## src/rtl/cart_mirror_pkg.sv

```systemverilog
package cart_mirror_pkg;
  // Size code values reported on the status output.
  localparam int unsigned SZ_NONE = 0;
  localparam int unsigned SZ_MIN  = 1;
endpackage

```

## src/rtl/cm_detect.sv

```systemverilog
module cm_detect #(
  parameter int unsigned ADDR_W   = 16,
  parameter logic [ADDR_W-1:0] WIN_BASE = 16'hE000,
  parameter int unsigned MIN_LOG2 = 11,
  parameter int unsigned NB       = 2
) (
  input  logic              clk,
  input  logic              rst,
  input  logic              wr_i,
  input  logic [ADDR_W-1:0] wr_addr_i,
  output logic              armed_o,
  output logic [NB-1:0]     reached_o
);
  logic          hit_base;
  logic [NB-1:0] hit_vec;

  assign hit_base = wr_i && (wr_addr_i == WIN_BASE);

  for (genvar k = 0; k < NB; k++) begin : g_bnd
    localparam logic [ADDR_W-1:0] BND = WIN_BASE + ADDR_W'(1 << (MIN_LOG2 + k));
    assign hit_vec[k] = wr_i && (wr_addr_i == BND);


    bnd_set_chk: assert property (@(posedge clk) disable iff (rst)
      (armed_o && hit_vec[k] && !hit_base) |=> reached_o[k]);
  end

  always_ff @(posedge clk) begin
    if (rst) begin
      armed_o   <= 1'b0;
      reached_o <= '0;
    end else if (hit_base) begin
      armed_o   <= 1'b1;
      reached_o <= '0;
    end else if (armed_o) begin
      reached_o <= reached_o | hit_vec;
    end
  end


  base_clear_chk: assert property (@(posedge clk) disable iff (rst)
    hit_base |=> (armed_o && reached_o == '0));


  hold_chk: assert property (@(posedge clk) disable iff (rst)
    !wr_i |=> ($stable(reached_o) && $stable(armed_o)));


  unarmed_chk: assert property (@(posedge clk) disable iff (rst)
    (!armed_o && !hit_base) |=> (reached_o == '0));
endmodule

```

## src/rtl/cm_keep.sv

```systemverilog
module cm_keep #(
  parameter int unsigned NB   = 2,
  parameter int unsigned SZ_W = 2
) (
  input  logic            armed_i,
  input  logic [NB-1:0]   reached_i,
  output logic [NB-1:0]   keep_o,
  output logic [SZ_W-1:0] size_o,
  output logic            mirror_o
);
  import cart_mirror_pkg::*;

  // A boundary counts as passed if it or any higher one was reached.
  always_comb begin
    for (int k = 0; k < NB; k++) begin
      keep_o[k] = !armed_i || (|(reached_i >> k));
    end
  end

  always_comb begin
    size_o = SZ_W'(SZ_MIN);
    for (int k = 0; k < NB; k++) begin
      if (reached_i[k]) size_o = SZ_W'(SZ_MIN + k + 1);
    end
    if (!armed_i) size_o = SZ_W'(SZ_NONE);
  end

  assign mirror_o = armed_i && !(&keep_o);
endmodule

```

## src/rtl/cm_xlate.sv

```systemverilog
module cm_xlate #(
  parameter int unsigned ADDR_W   = 16,
  parameter logic [ADDR_W-1:0] WIN_BASE = 16'hE000,
  parameter int unsigned MIN_LOG2 = 11,
  parameter int unsigned MAX_LOG2 = 13
) (
  input  logic [ADDR_W-1:0]            cpu_addr_i,
  input  logic [MAX_LOG2-MIN_LOG2-1:0] keep_i,
  output logic [ADDR_W-1:0]            mem_addr_o
);
  localparam int unsigned NB = MAX_LOG2 - MIN_LOG2;

  logic in_win;
  assign in_win = (cpu_addr_i[ADDR_W-1:MAX_LOG2] == WIN_BASE[ADDR_W-1:MAX_LOG2]);

  always_comb begin
    mem_addr_o = cpu_addr_i;
    if (in_win) begin
      for (int k = 0; k < NB; k++) begin
        mem_addr_o[MIN_LOG2+k] = cpu_addr_i[MIN_LOG2+k] & keep_i[k];
      end
    end
  end
endmodule

```

## src/rtl/cart_mirror.sv

```systemverilog
module cart_mirror #(
  parameter int unsigned ADDR_W   = 16,
  parameter logic [ADDR_W-1:0] WIN_BASE = 16'hE000,
  parameter int unsigned MIN_LOG2 = 11,
  parameter int unsigned MAX_LOG2 = 13,
  localparam int unsigned NB      = MAX_LOG2 - MIN_LOG2,
  localparam int unsigned SZ_W    = $clog2(NB + 2)
) (
  input  logic              clk,
  input  logic              rst,
  input  logic              ld_wr_i,
  input  logic [ADDR_W-1:0] ld_addr_i,
  input  logic [ADDR_W-1:0] cpu_addr_i,
  output logic [ADDR_W-1:0] mem_addr_o,
  output logic              mirror_o,
  output logic [SZ_W-1:0]   size_o
);
  logic          armed;
  logic [NB-1:0] reached;
  logic [NB-1:0] keep;

  cm_detect #(.ADDR_W(ADDR_W), .WIN_BASE(WIN_BASE), .MIN_LOG2(MIN_LOG2), .NB(NB)) det_i (
    .clk(clk), .rst(rst), .wr_i(ld_wr_i), .wr_addr_i(ld_addr_i),
    .armed_o(armed), .reached_o(reached)
  );

  cm_keep #(.NB(NB), .SZ_W(SZ_W)) keep_i (
    .armed_i(armed), .reached_i(reached),
    .keep_o(keep), .size_o(size_o), .mirror_o(mirror_o)
  );

  cm_xlate #(.ADDR_W(ADDR_W), .WIN_BASE(WIN_BASE), .MIN_LOG2(MIN_LOG2), .MAX_LOG2(MAX_LOG2)) xl_i (
    .cpu_addr_i(cpu_addr_i), .keep_i(keep), .mem_addr_o(mem_addr_o)
  );


  outside_pass_chk: assert property (@(posedge clk) disable iff (rst)
    (cpu_addr_i < WIN_BASE) |-> (mem_addr_o == cpu_addr_i));


  full_image_chk: assert property (@(posedge clk) disable iff (rst)
    (size_o == SZ_W'(NB + 1)) |-> (!mirror_o && mem_addr_o == cpu_addr_i));


  top_implies_all_chk: assert property (@(posedge clk) disable iff (rst)
    reached[NB-1] |-> (&keep));


  unarmed_idle_chk: assert property (@(posedge clk) disable iff (rst)
    (size_o == '0) |-> (!mirror_o && mem_addr_o == cpu_addr_i));
endmodule

```

## config.mk

```make
export PLATFORM = sky130hd
export DESIGN_NAME = cart_mirror
export DESIGN_NICKNAME = d
export VERILOG_FILES = /design/src/rtl/cart_mirror_pkg.sv /design/src/rtl/cm_detect.sv /design/src/rtl/cm_keep.sv /design/src/rtl/cm_xlate.sv /design/src/rtl/cart_mirror.sv
export SDC_FILE = /design/constraint.sdc
export NUM_CORES = 1
export LEC_CHECK = 0
export ABC_AREA = 1
export BUFFER_PORTS_ARGS = -buffer_cell sky130_fd_sc_hd__buf_2
export CAP_MARGIN = 25
export CORE_MARGIN = 2
export CORE_UTILIZATION = 30
export CTS_CLUSTER_SIZE = 25
export DETAILED_ROUTE_END_ITERATION = 10
export PLACE_DENSITY_LB_ADDON = 0.05
export SLEW_MARGIN = 20
export SYNTH_ARGS = -nofsm -noshare
export SYNTH_HDL_FRONTEND = slang
export SYNTH_HIERARCHICAL = 1
export SYNTH_SLANG_ARGS = --single-unit
```

## constraint.sdc

```tcl
create_clock -name clk -period 1.4 [get_ports clk]
set_clock_uncertainty 0.15 [all_clocks]
set_input_delay 0.14 -clock clk [delete_from_list [all_inputs] [get_ports clk]]
set_output_delay 0.14 -clock clk [all_outputs]
set_load 0.005 [all_outputs]
```

; After elaboration in Yosys (flattened, before gate mapping)
; Cells that the tools add are included.
[word_totals]
inputBits = 35
ram_bits = 0
elab_cells = 24
latch_bits = 0
mem_count = 0
ff_bits = 3
mem_bits_ro = 0
output_inout_bits = 19
[op_classes]
addsub = 0
n_eq_ne = 4
shifts = 0
bitwise_logic = 3
reduce_logical = 11
div = 0
order_cmp = 0
muxes = 4
multipliers = 0
[op_table]
columns = operator, count
row1 = "16-bit equality test, second input constant", 3
row2 = 2-bit 2-to-1 mux, 4
row3 = 1-bit logical AND, 4
row4 = 2-bit OR reduction, 2
row5 = "3-bit equality test, second input constant", 1
row6 = 1-bit AND, 2
row7 = 1-bit logical NOT, 2
row8 = 1-bit logical OR, 2
row9 = 2-bit OR, 1
row10 = 2-bit AND reduction, 1

; Depth between registers and ports, before layout
; Gate-level depths: netlist (run 1).
[logic_depth]
word_depth = 5
depth_mapped = 7

; Cells and area by module
; Netlist (run 1), hierarchy kept.
[by_module_without_submodules]
columns = mod, cells_each, area_each_um2, instances
row1 = cm_detect, 39, 206.4, 1
row2 = cm_xlate, 28, 161.4, 1
row3 = cm_keep, 8, 33.8, 1

; Worst setup path before layout (run 1)
; OpenSTA, ideal clock, no wires.
[synth_timing]
path_kind = reg-to-output
start = reg det_i.armed_o
end = out mem_addr_o[12]
required_time_ns = 1.110
setup_slack_ns = 0.366
path_stages_with_launch = 8
arrival_ns = 0.744
cell_sequence = dfxtp_1 -> inv_2 -> nor2_2 -> inv_1 -> nand2_1 -> inv_1 -> nand2_1 -> nand2_1
[synth_via]
elab_chain_len = 4
[synth_lines]
columns = item, line_no
row1 = from (decl), cm_detect.sv:11  ; output logic armed_o,
row2 = from (signal assigned), cm_detect.sv:30  ; armed_o <= 1'b0;
row3 = from (signal assigned), cm_detect.sv:33  ; armed_o <= 1'b1;
row4 = 1-bit logical NOT, cm_keep.sv:16  ; keep_o[k] = !armed_i || (|(reached_i >> k));
row5 = 1-bit logical OR, cm_keep.sv:16
row6 = via keep[1], cart_mirror.sv:20  ; logic [NB-1:0] keep;
row7 = 1-bit AND, cm_xlate.sv:20  ; mem_addr_o[MIN_LOG2+k] = cpu_addr_i[MIN_LOG2+k] & keep_i[k];
row8 = 2-bit 2-to-1 mux, cm_xlate.sv:18  ; if (in_win) begin
row9 = to (decl), cart_mirror.sv:14  ; output logic [ADDR_W-1:0] mem_addr_o,
; The timed path passes the listed nets, and every way through them passes these cells.

; Worst setup path after layout (run 1)
; Same ends and word-level chain as after synthesis.

==> results.tsv, run 1 <==
metric	value	unit
RSZ-0062 raised after global routing	true	
Psw	0.0733	mW
fin crit period	1330	ps
vias in the first global route	336	
CTS buffer count	3	
final slew viol count	0	
critical path's top delay family	flip-flops	
vias per inst	4.12	
yosys warns	6	
commonest cells after routing, fill and taps aside	buf_2 (31), nand2_1 (16), nor2_1 (13), inv_1 (13), nand3_1 (7)	
sequential power share	27.7	%
WP buf/inv	4	
#FFs+latches synth	3	
Pwr Density	569	nW/um^2
Worst path depth	8	
Max Cap Viol	0	
critical path endpoint	mem_addr_o[12]	
Routability Congestion	0.645	
cell internal pwr	0.229	mW
logic gate share of total power	22.4	%
Routed WL	814	um
core footprint	1270	um^2
# rows	13	
most common cell after layout, fill and taps aside	buf_2	
initial core utilization	31.7	%
clock share of power	49.8	%
first-pass iteration count of the detailed router	2	
CTS root buffer	clkbuf_4	
num ports	54	
critical path type	reg2out	
Clk pin slew, worst setup/hold paths	40	ps
nets	134	
setup ws final	67.5	ps
Max Fclk	750	MHz
clk_lat worst skew	230	ps
WP data arrival	1040	ps
clock buffer depth	2	
relative slew slack	91.4	%
endpoint type of the worst setup path	primary output	
leak pwr	0.309	nW
GRT Total Usage	10.1	%
Worst path slowest cell	dfxtp_4	
grt ovf	0	
TritonCTS Sinks	3	
fin crit share	95.2	%
design area	532	um^2
Worst Max-Slew Pin Slew	128	ps
syn_nets	110	
peak supply drop	0.375	mV
initial DRC count	4	
worst r2r src	det_i/armed_o	
CP startpoint	det_i/armed_o	
fillers	148	
outcome	finished, final reports clean	
largest area contributor in the netlist	buf_4	
Worst path most repeated cell	nand2_1	
global-route wire length before repair	1090	um
hpwl dp	736	um
post-synthesis sequential area ratio	15.0	%
switching share of power	24.2	%
Mapped Area	402	um^2
Critical Path Max Stage Delay	360	ps
R2R cell count	7	
CTS tree	yes	
Critical Path Source Type	flop	
Port Buffers	31	
antenna cells	0	
Yosys cell types	9	
layout cell share with drive strength beyond 1	44.9	%
DR WL/cell	7.20	um
post-route ant nets	0	
crit-path cells	inv_4 -> nor2_4 -> inv_2 -> nand2_2 -> inv_1 -> nand2_1 -> nand2_1 -> buf_2	
initial antenna violation count	0	
critical path fanouts, max	4	
placed inst area	470	um^2
pre-CTS WS	232	ps
final setup fails	0	
die area	1650	um^2
H-tree lvl count	1	
DR vias	465	
Req. time, crit path	1110	ps
Layout area overhead	32.4	%
RR Endpoint	det_i/reached_o[0]	
Synth Instances	75	
Area contributors post-synth	buf_4 (26%), nand2_1 (16%), dfxtp_1 (15%)	
Yosys top cell area share	26.2	%
HP Class	in2reg	
# DRC	0	
Final Hold Fails	0	
die width	40.6	um
pin count of the biggest net entering global routing	6	
synthesized area per cell	5.36	um^2
reg2reg setup slack	300	ps
die span in y	40.6	um
## sequential cells by signal (all words and copies together) (netlist names)
| register | flops |
|---|---|
| det_i/reached_o | 2 |
| det_i/armed_o | 1 |
## area by class of cell
type	instances	area, um^2	share of cell area (%)
tap	15	18.8	3.53
clock buffer	4	26.3	4.94
multi-input combinational	43	190	35.8
sequential	3	65.1	12.2
timing repair buffer	33	173	32.5
inverter	15	58.8	11.1
## cell families (layout without fill, tap and decap cells)
| logic type | count (synthesis) | in the layout | share of synthesized area, % |
|---|---|---|---|
| and+or+nand+nor | 41 | 41 | 42.4 |
| DFF | 3 | 3 | 15.0 |
| buffers and inverters | 29 | 52 | 40.2 |
| AOI/OAI and AO/OA | 2 | 2 | 2.49 |
## metal layers
metal / vias up / track usage, % / routed length [um]
met1: 189 / 8.82 / 314
met2: 22 / 19.4 / 386
li1: 252 / - / -
met4: 0 / 5.83 / 4
met5: - / 0 / 0
met3: 2 / 3.33 / 109
## per-stage QoR
| step | util, % | hold slack, ps | setup TNS, ps | total power, mW | cells |
|---|---|---|---|---|---|
| finish | 41.9 | 96.1 | 0 | 0.303 | 113 |
| global route | 41.9 | 91.8 | -20.9 | 0.333 | 113 |
| CTS | 40.0 | 87.0 | 0 | 0.314 | 112 |
| detailed placement | 37.1 | 130 | 0 | 0.154 | 107 |
| global placement | 37.1 | 130 | 0 | 0.153 | 107 |
| floorplan | - | 59.1 | 0 | 0.140 | 75 |
## what timing repair did
action / in CTS / in global routing
hold buffers: 1 / 0
endpoints found under the setup margin: 1 / 2
hold endpoints to repair: 1 / 0
pin swaps: 0 / 2
gates resized for setup: 1 / 7
setup buffers: 0 / 1
## power by group through the flow
stage / clock network, mW / registers [mW] / logic (mW)
2_1_floorplan: 0 / 0.0872 / 0.0529
3_3_place_gp: 0 / 0.0872 / 0.0659
3_5_place_dp: 0 / 0.0872 / 0.0666
4_1_cts: 0.160 / 0.0859 / 0.0688
5_1_grt: 0.170 / 0.0839 / 0.0790
6_report: 0.151 / 0.0840 / 0.0679
## Yosys cell counts, drive strengths merged
cell and instances:
a21oi 2, buf 14, dfxtp 3, inv 15, nand2 17, nand3 7, nor2 17
## worst reg2reg max path: stages (launching register included)
cell     delay [ps]
dfxtp_4         360
buf_4           110
nand3_1          50
nor2_1          100
nand3_1          90
nand2_1          70
inv_1            30
nor2_1           70
## how the worst min path moves through the flow
stage | to | slack (ps) | depth (start not counted) | start
finish | det_i/armed_o | 100 | 4 | ld_addr_i[12]
global route | det_i/armed_o | 90 | 4 | ld_addr_i[12]
global placement | mem_addr_o[2] | 130 | 0 | cpu_addr_i[2]
detailed placement | mem_addr_o[2] | 130 | 0 | cpu_addr_i[2]
floorplan | det_i/armed_o | 60 | 1 | rst
CTS | det_i/armed_o | 90 | 4 | ld_addr_i[12]
Note: power is estimated with default switching activity, not from simulation.
==> inputs of run 2 (changes only) <==
==> constraint.sdc (replaced) <==
create_clock -name clk -period 1.4 [get_ports clk]
set_clock_uncertainty 0.15 [all_clocks]
set_input_delay 0.07 -clock clk [delete_from_list [all_inputs] [get_ports clk]]
set_output_delay 0.07 -clock clk [all_outputs]
set_load 0.005 [all_outputs]
==> run 2 against run 1 <==
Compared with the run above: via count rose by 6.2%; clock power barely moved; largest power group unchanged; critical endpoint unchanged; power rose by 9.7%; first-iteration DRC count rose by 25%.
==> results.tsv, run 2 (synthesis gave the netlist of run 1 again) <==
metric	value	unit	change
vias in the first global route	368		was 336
final setup fails	0		unchanged
initial antenna violation count	0		unchanged
clock buffer depth	2		unchanged
max reg flops	2		unchanged
grt ovf	0		unchanged
commonest cells after routing, fill and taps aside	buf_2 (31), nand2_1 (17), nor2_1 (14), inv_1 (14), dlygate4sd3_1 (12)		was buf_2 (31), nand2_1 (16), nor2_1 (13), inv_1 (13), nand3_1 (7)
core footprint	1270	um^2	unchanged
relative slew slack	89.5	%	was 91.4%
area of the multi-input gates	180	um^2	was 190 um^2
H-tree lvl count	1		unchanged
WP buf/inv	4		unchanged
DR vias	494		was 465
outcome	finished, final reports clean		unchanged
first-pass iteration count of the detailed router	4		was 2
vias per inst	4.02		was 4.12
global-route wire length before repair	1160	um	was 1090 um
Layout area overhead	53.9	%	was 32.4%
# DRC	0		unchanged
fillers	140		was 148
DR WL/cell	7.33	um	was 7.20 um
crit-path cells	inv_2 -> nor2_2 -> inv_1 -> nand2_1 -> inv_1 -> nand2_1 -> nand2_1 -> buf_2		was inv_4 -> nor2_4 -> inv_2 -> nand2_2 -> inv_1 -> nand2_1 -> nand2_1 -> buf_2
Max Cap Viol	0		unchanged
die width	40.6	um	unchanged
leak pwr	0.347	nW	was 0.309 nW
clk_lat worst skew	230	ps	about the same
Worst path most repeated cell	nand2_1		unchanged
TritonCTS Sinks	3		unchanged
HP Class	in2reg		unchanged
most common cell after layout, fill and taps aside	buf_2		unchanged
Final Hold Fails	0		unchanged
Max Fclk	783	MHz	was 750 MHz
Worst path slowest cell	dfxtp_2		was dfxtp_4
layout cell share with drive strength beyond 1	36.1	%	was 44.9%
critical path fanouts, max	5		was 4
Critical Path Max Stage Delay	360	ps	about the same
Routed WL	902	um	was 814 um
post-CTS setup buffers	0		unchanged
nets	144		was 134
dpl cells	107		unchanged
worst r2r src	det_i/armed_o		unchanged
Clk pin slew, worst setup/hold paths	40	ps	about the same
Hold Crit Start	ld_addr_i[12]		unchanged
WP data arrival	1060	ps	was 1040 ps
peak supply drop	0.413	mV	was 0.375 mV
initial core utilization	31.7	%	unchanged
initial DRC count	5		was 4
CTS root buffer	clkbuf_4		unchanged
Routability Congestion	0.645		unchanged
# rows	13		unchanged
Most flops, register	det_i/reached_o		unchanged
CTS buffer count	3		unchanged
endpoint type of the worst setup path	primary output		unchanged
setup TNS	0	ps	unchanged
RR Endpoint	det_i/reached_o[0]		unchanged
post-route ant nets	0		unchanged
critical path's top delay family	flip-flops		unchanged
RSZ-0062 raised after global routing	false		was true
Pwr Density	537	nW/um^2	was 569 nW/um^2
Critical Path Source Type	flop		unchanged
die area	1650	um^2	unchanged
hpwl dp	726	um	was 736 um
final slew viol count	0		unchanged
reg2reg setup slack	400	ps	was 300 ps
Port Buffers	31		unchanged
Register Area	61.3	um^2	was 65.1 um^2
Worst Hold Path EP	det_i/armed_o		unchanged
critical path type	reg2out		unchanged
Worst Max-Slew Pin Slew	157	ps	was 128 ps
hold path cells	4		unchanged
fin crit share	91.2	%	was 95.2%
pin count of the biggest net entering global routing	6		unchanged
Req. time, crit path	1180	ps	was 1110 ps
num ports	54		unchanged
CTS tree	yes		unchanged
die span in y	40.6	um	unchanged
GRT Total Usage	10.8	%	was 10.1%
antenna cells	0		unchanged
Top Registers	det_i/reached_o x2, det_i/armed_o x1		unchanged
R2R cell count	6		was 7
non-filler cells in the finished layout	123		was 113
fin crit period	1280	ps	was 1330 ps
run 2: what timing repair did:
item	4_1_cts	5_1_grt
hold buffers	12	0
endpoints found under the hold margin	14	0
setup endpoints to repair	0	1
resized for setup	0	1
run 2: worst max-delay path by stage:
stage,cells after the start,from,slack (ps),to
global route,7,det_i/reached_o[1],20,mem_addr_o[11]
floorplan,6,det_i/armed_o,430,det_i/reached_o[0]
global placement,8,det_i/armed_o,330,mem_addr_o[12]
detailed placement,8,det_i/armed_o,300,mem_addr_o[12]
finish,8,det_i/armed_o,120,mem_addr_o[12]
CTS,8,det_i/armed_o,50,mem_addr_o[12]
run 2: report_power, final:
group          switching (mW)  total [mW]  internal, mW
clock                  0.0435       0.150         0.107
sequential        0.000000611      0.0860        0.0860
combinational          0.0366      0.0958        0.0592
run 2: metrics by stage:
step | util (%) | power (mW) | hold slack, ps | setup WS, ps | area [um^2]
floorplan | - | 0.140 | -10.9 | 432 | 402
CTS | 48.6 | 0.337 | 23.8 | 50.9 | 617
detailed placement | 37.1 | 0.154 | -9.96 | 302 | 470
global route | 48.7 | 0.358 | 46.4 | 21.6 | 618
global placement | 37.1 | 0.153 | -9.96 | 333 | 470
finish | 48.7 | 0.332 | 16.7 | 123 | 618
run 2: final cells by class:
class,count,area share (%)
Tap cell,15,3.04
Clock buffer,4,4.25
Timing Repair Buffer,43,44.5
Sequential cell,3,9.92
Multi-Input combinational cell,43,29.1
Inverter,15,9.11
run 2: per-layer routing:
layer | vias up | GRT usage [%] | part of all wire, % | wire length (um)
li1 | 271 | - | - | -
met4 | 0 | 2.50 | 0 | 0
met5 | - | 0 | 0 | 0
met2 | 32 | 22.6 | 48 | 432
met3 | 0 | 5.00 | 13 | 115
met1 | 191 | 8.50 | 39 | 354
run 2: worst register-to-register path: stages (launching register included):
cell and delay [ps]:
dfxtp_2 360, nand3_1 70, nor2_1 100, nand3_1 90, nand2_1 70, inv_1 30
nor2_1 60
==> inputs of run 3 (changes only) <==
==> constraint.sdc (replaced) <==
create_clock -name clk -period 1.2 [get_ports clk]
set_clock_uncertainty 0.15 [all_clocks]
set_input_delay 0.06 -clock clk [delete_from_list [all_inputs] [get_ports clk]]
set_output_delay 0.06 -clock clk [all_outputs]
set_load 0.005 [all_outputs]
==> run 3 against run 2 <==
Compared with the run above: the flow now finishes with violations (setup timing); worst hold slack got worse by 2.9 ps; sequential share of layout area increased by 0.081 points; clock-buffer cell count unchanged; combinational power increased by 17%; non-clock buffer count increased by 4; critical path depth unchanged; worst setup slack got worse by 150 ps; global-route usage increased by 0.45 points; final cell count increased by 3.3%; critical path type unchanged; critical endpoint unchanged; largest power group unchanged.
==> results.tsv, run 3 (synthesis gave the netlist of run 1 again) <==
metric	value	unit	change
first-pass iteration count of the detailed router	2		was 4
initial antenna violation count	0		unchanged
die width	40.6	um	unchanged
CP startpoint	det_i/armed_o		unchanged
Critical Path Source Type	flop		unchanged
DR WL/cell	7.38	um	was 7.33 um
vias per inst	4.05		was 4.02
CTS tree	yes		unchanged
hold path cells	4		unchanged
critical path endpoint	mem_addr_o[12]		unchanged
RR Endpoint	det_i/reached_o[0]		unchanged
clock share of power	45.2	%	about the same
vias in the first global route	379		was 368
H-tree lvl count	1		unchanged
sequential power share	25.6	%	was 25.9%
# DRC	0		unchanged
GRT Total Usage	11.2	%	was 10.8%
Final Hold Fails	0		unchanged
core footprint	1270	um^2	unchanged
most common cell after layout, fill and taps aside	buf_2		unchanged
post-route ant nets	0		unchanged
Worst Max-Slew Pin Slew	153	ps	was 157 ps
cell internal pwr	0.291	mW	was 0.252 mW
num ports	54		unchanged
pin count of the biggest net entering global routing	4		was 6
DR vias	514		was 494
relative slew slack	89.8	%	was 89.5%
fin crit share	102	%	
Clk pin slew, worst setup/hold paths	40	ps	about the same
# rows	13		unchanged
hold_ws	13.7	ps	was 16.7 ps
CTS root buffer	clkbuf_4		unchanged
Most flops, register	det_i/reached_o		unchanged
Pwr Density	577	nW/um^2	was 537 nW/um^2
nets	148		was 144
commonest cells after routing, fill and taps aside	buf_2 (31), nand2_1 (17), inv_1 (14)		was buf_2 (31), nand2_1 (17), nor2_1 (14), inv_1 (14), dlygate4sd3_1 (12)
failing checks	setup timing		
hpwl dp	726	um	unchanged
R2R cell count	7		was 6
Top Registers	det_i/reached_o x2, det_i/armed_o x1		unchanged
fin util	52.3	%	was 48.7%
setup ws final	-29.5	ps	was 123 ps
Tot Pwr	0.383	mW	was 0.332 mW
antenna cells	0		unchanged
non-filler cells in the finished layout	127		was 123
worst r2r src	det_i/armed_o		unchanged
initial DRC count	2		was 5
global-route wire length before repair	1210	um	was 1160 um
peak supply drop	0.454	mV	was 0.413 mV
Req. time, crit path	990	ps	was 1180 ps
WP data arrival	1020	ps	was 1060 ps
Psw	0.0913	mW	was 0.0801 mW
dpl cells	107		unchanged
outcome	finished, violations left		was finished, final reports clean
Layout area overhead	65.1	%	was 53.9%
clk_lat worst skew	230	ps	about the same
logic gate share of total power	29.2	%	was 28.9%
Max Fclk	813	MHz	
Routability Congestion	0.645		unchanged
final setup fails	2		was 0
critical path type	reg2out		unchanged
reg2reg setup slack	110	ps	was 400 ps
max reg flops	2		unchanged
die span in y	40.6	um	unchanged
die area	1650	um^2	unchanged
grt ovf	0		unchanged
clock buffer depth	2		unchanged
leak pwr	0.370	nW	was 0.347 nW
CTS buffer count	3		unchanged
HP Class	in2reg		unchanged
TritonCTS Sinks	3		unchanged
final slew viol count	0		unchanged
Port Buffers	31		unchanged
design area	663	um^2	was 618 um^2
switching share of power	23.9	%	was 24.1%
initial core utilization	31.7	%	unchanged
critical path fanouts, max	3		was 5
fin crit period	1230	ps	
Max Cap Viol	0		unchanged
pre-CTS WS	112	ps	was 302 ps
endpoint type of the worst setup path	primary output		unchanged
RSZ-0062 raised after global routing	true		was false
placed inst area	470	um^2	unchanged
Routed WL	937	um	was 902 um
setup TNS	-41.9	ps	was 0 ps
layout cell share with drive strength beyond 1	41.1	%	was 36.1%
[run 3: cell type report]
class / count / area (um^2)
fillers: 137 / 606
repair buffers: 47 / 305
multi-input cells: 43 / 188
flip-flops and latches: 3 / 66.3
inverters: 15 / 58.8
clock buffers: 4 / 26.3
well taps: 15 / 18.8
[run 3: routing by layer]
layer  part of all wire (%)  vias up  track usage (%)
li1                       -      281                -
met1                     38      203             9.15
met2                     50       30             23.4
met3                     12        0             5.00
met4                      0        0             2.50
met5                      0        -                0
[run 3: worst max-delay path: stages (launching register included)]
cell	delay, ps
dfxtp_4	350
inv_4	40
nor2_4	70
inv_1	40
nand2_1	40
inv_1	30
nand2_1	50
nand2_1	40
buf_2	120
[run 3: power by group through the flow]
stage          registers (mW)  clock network [mW]  logic, mW
3_5_place_dp            0.102                   0     0.0774
5_1_grt                0.0979               0.188      0.129
2_1_floorplan           0.102                   0     0.0617
4_1_cts                0.0980               0.180      0.113
3_3_place_gp            0.102                   0     0.0768
6_report               0.0980               0.173      0.112
[run 3: what timing repair did]
| item | in CTS | in global routing |
|---|---|---|
| gates resized for setup | 4 | 3 |
| hold buffers | 12 | 0 |
| setup buffers | 3 | 1 |
| endpoints found under the hold margin | 14 | 0 |
| pin swaps | 1 | 1 |
| setup endpoints to repair | 2 | 4 |
[run 3: how the worst min path moves through the flow]
| stage | start | endpoint |
|---|---|---|
| after floorplan | rst | det_i/armed_o |
| after global placement | cpu_addr_i[2] | mem_addr_o[2] |
| after detailed placement | cpu_addr_i[2] | mem_addr_o[2] |
| after CTS | ld_addr_i[12] | det_i/armed_o |
| after global routing | ld_addr_i[12] | det_i/armed_o |
| final | ld_addr_i[12] | det_i/armed_o |
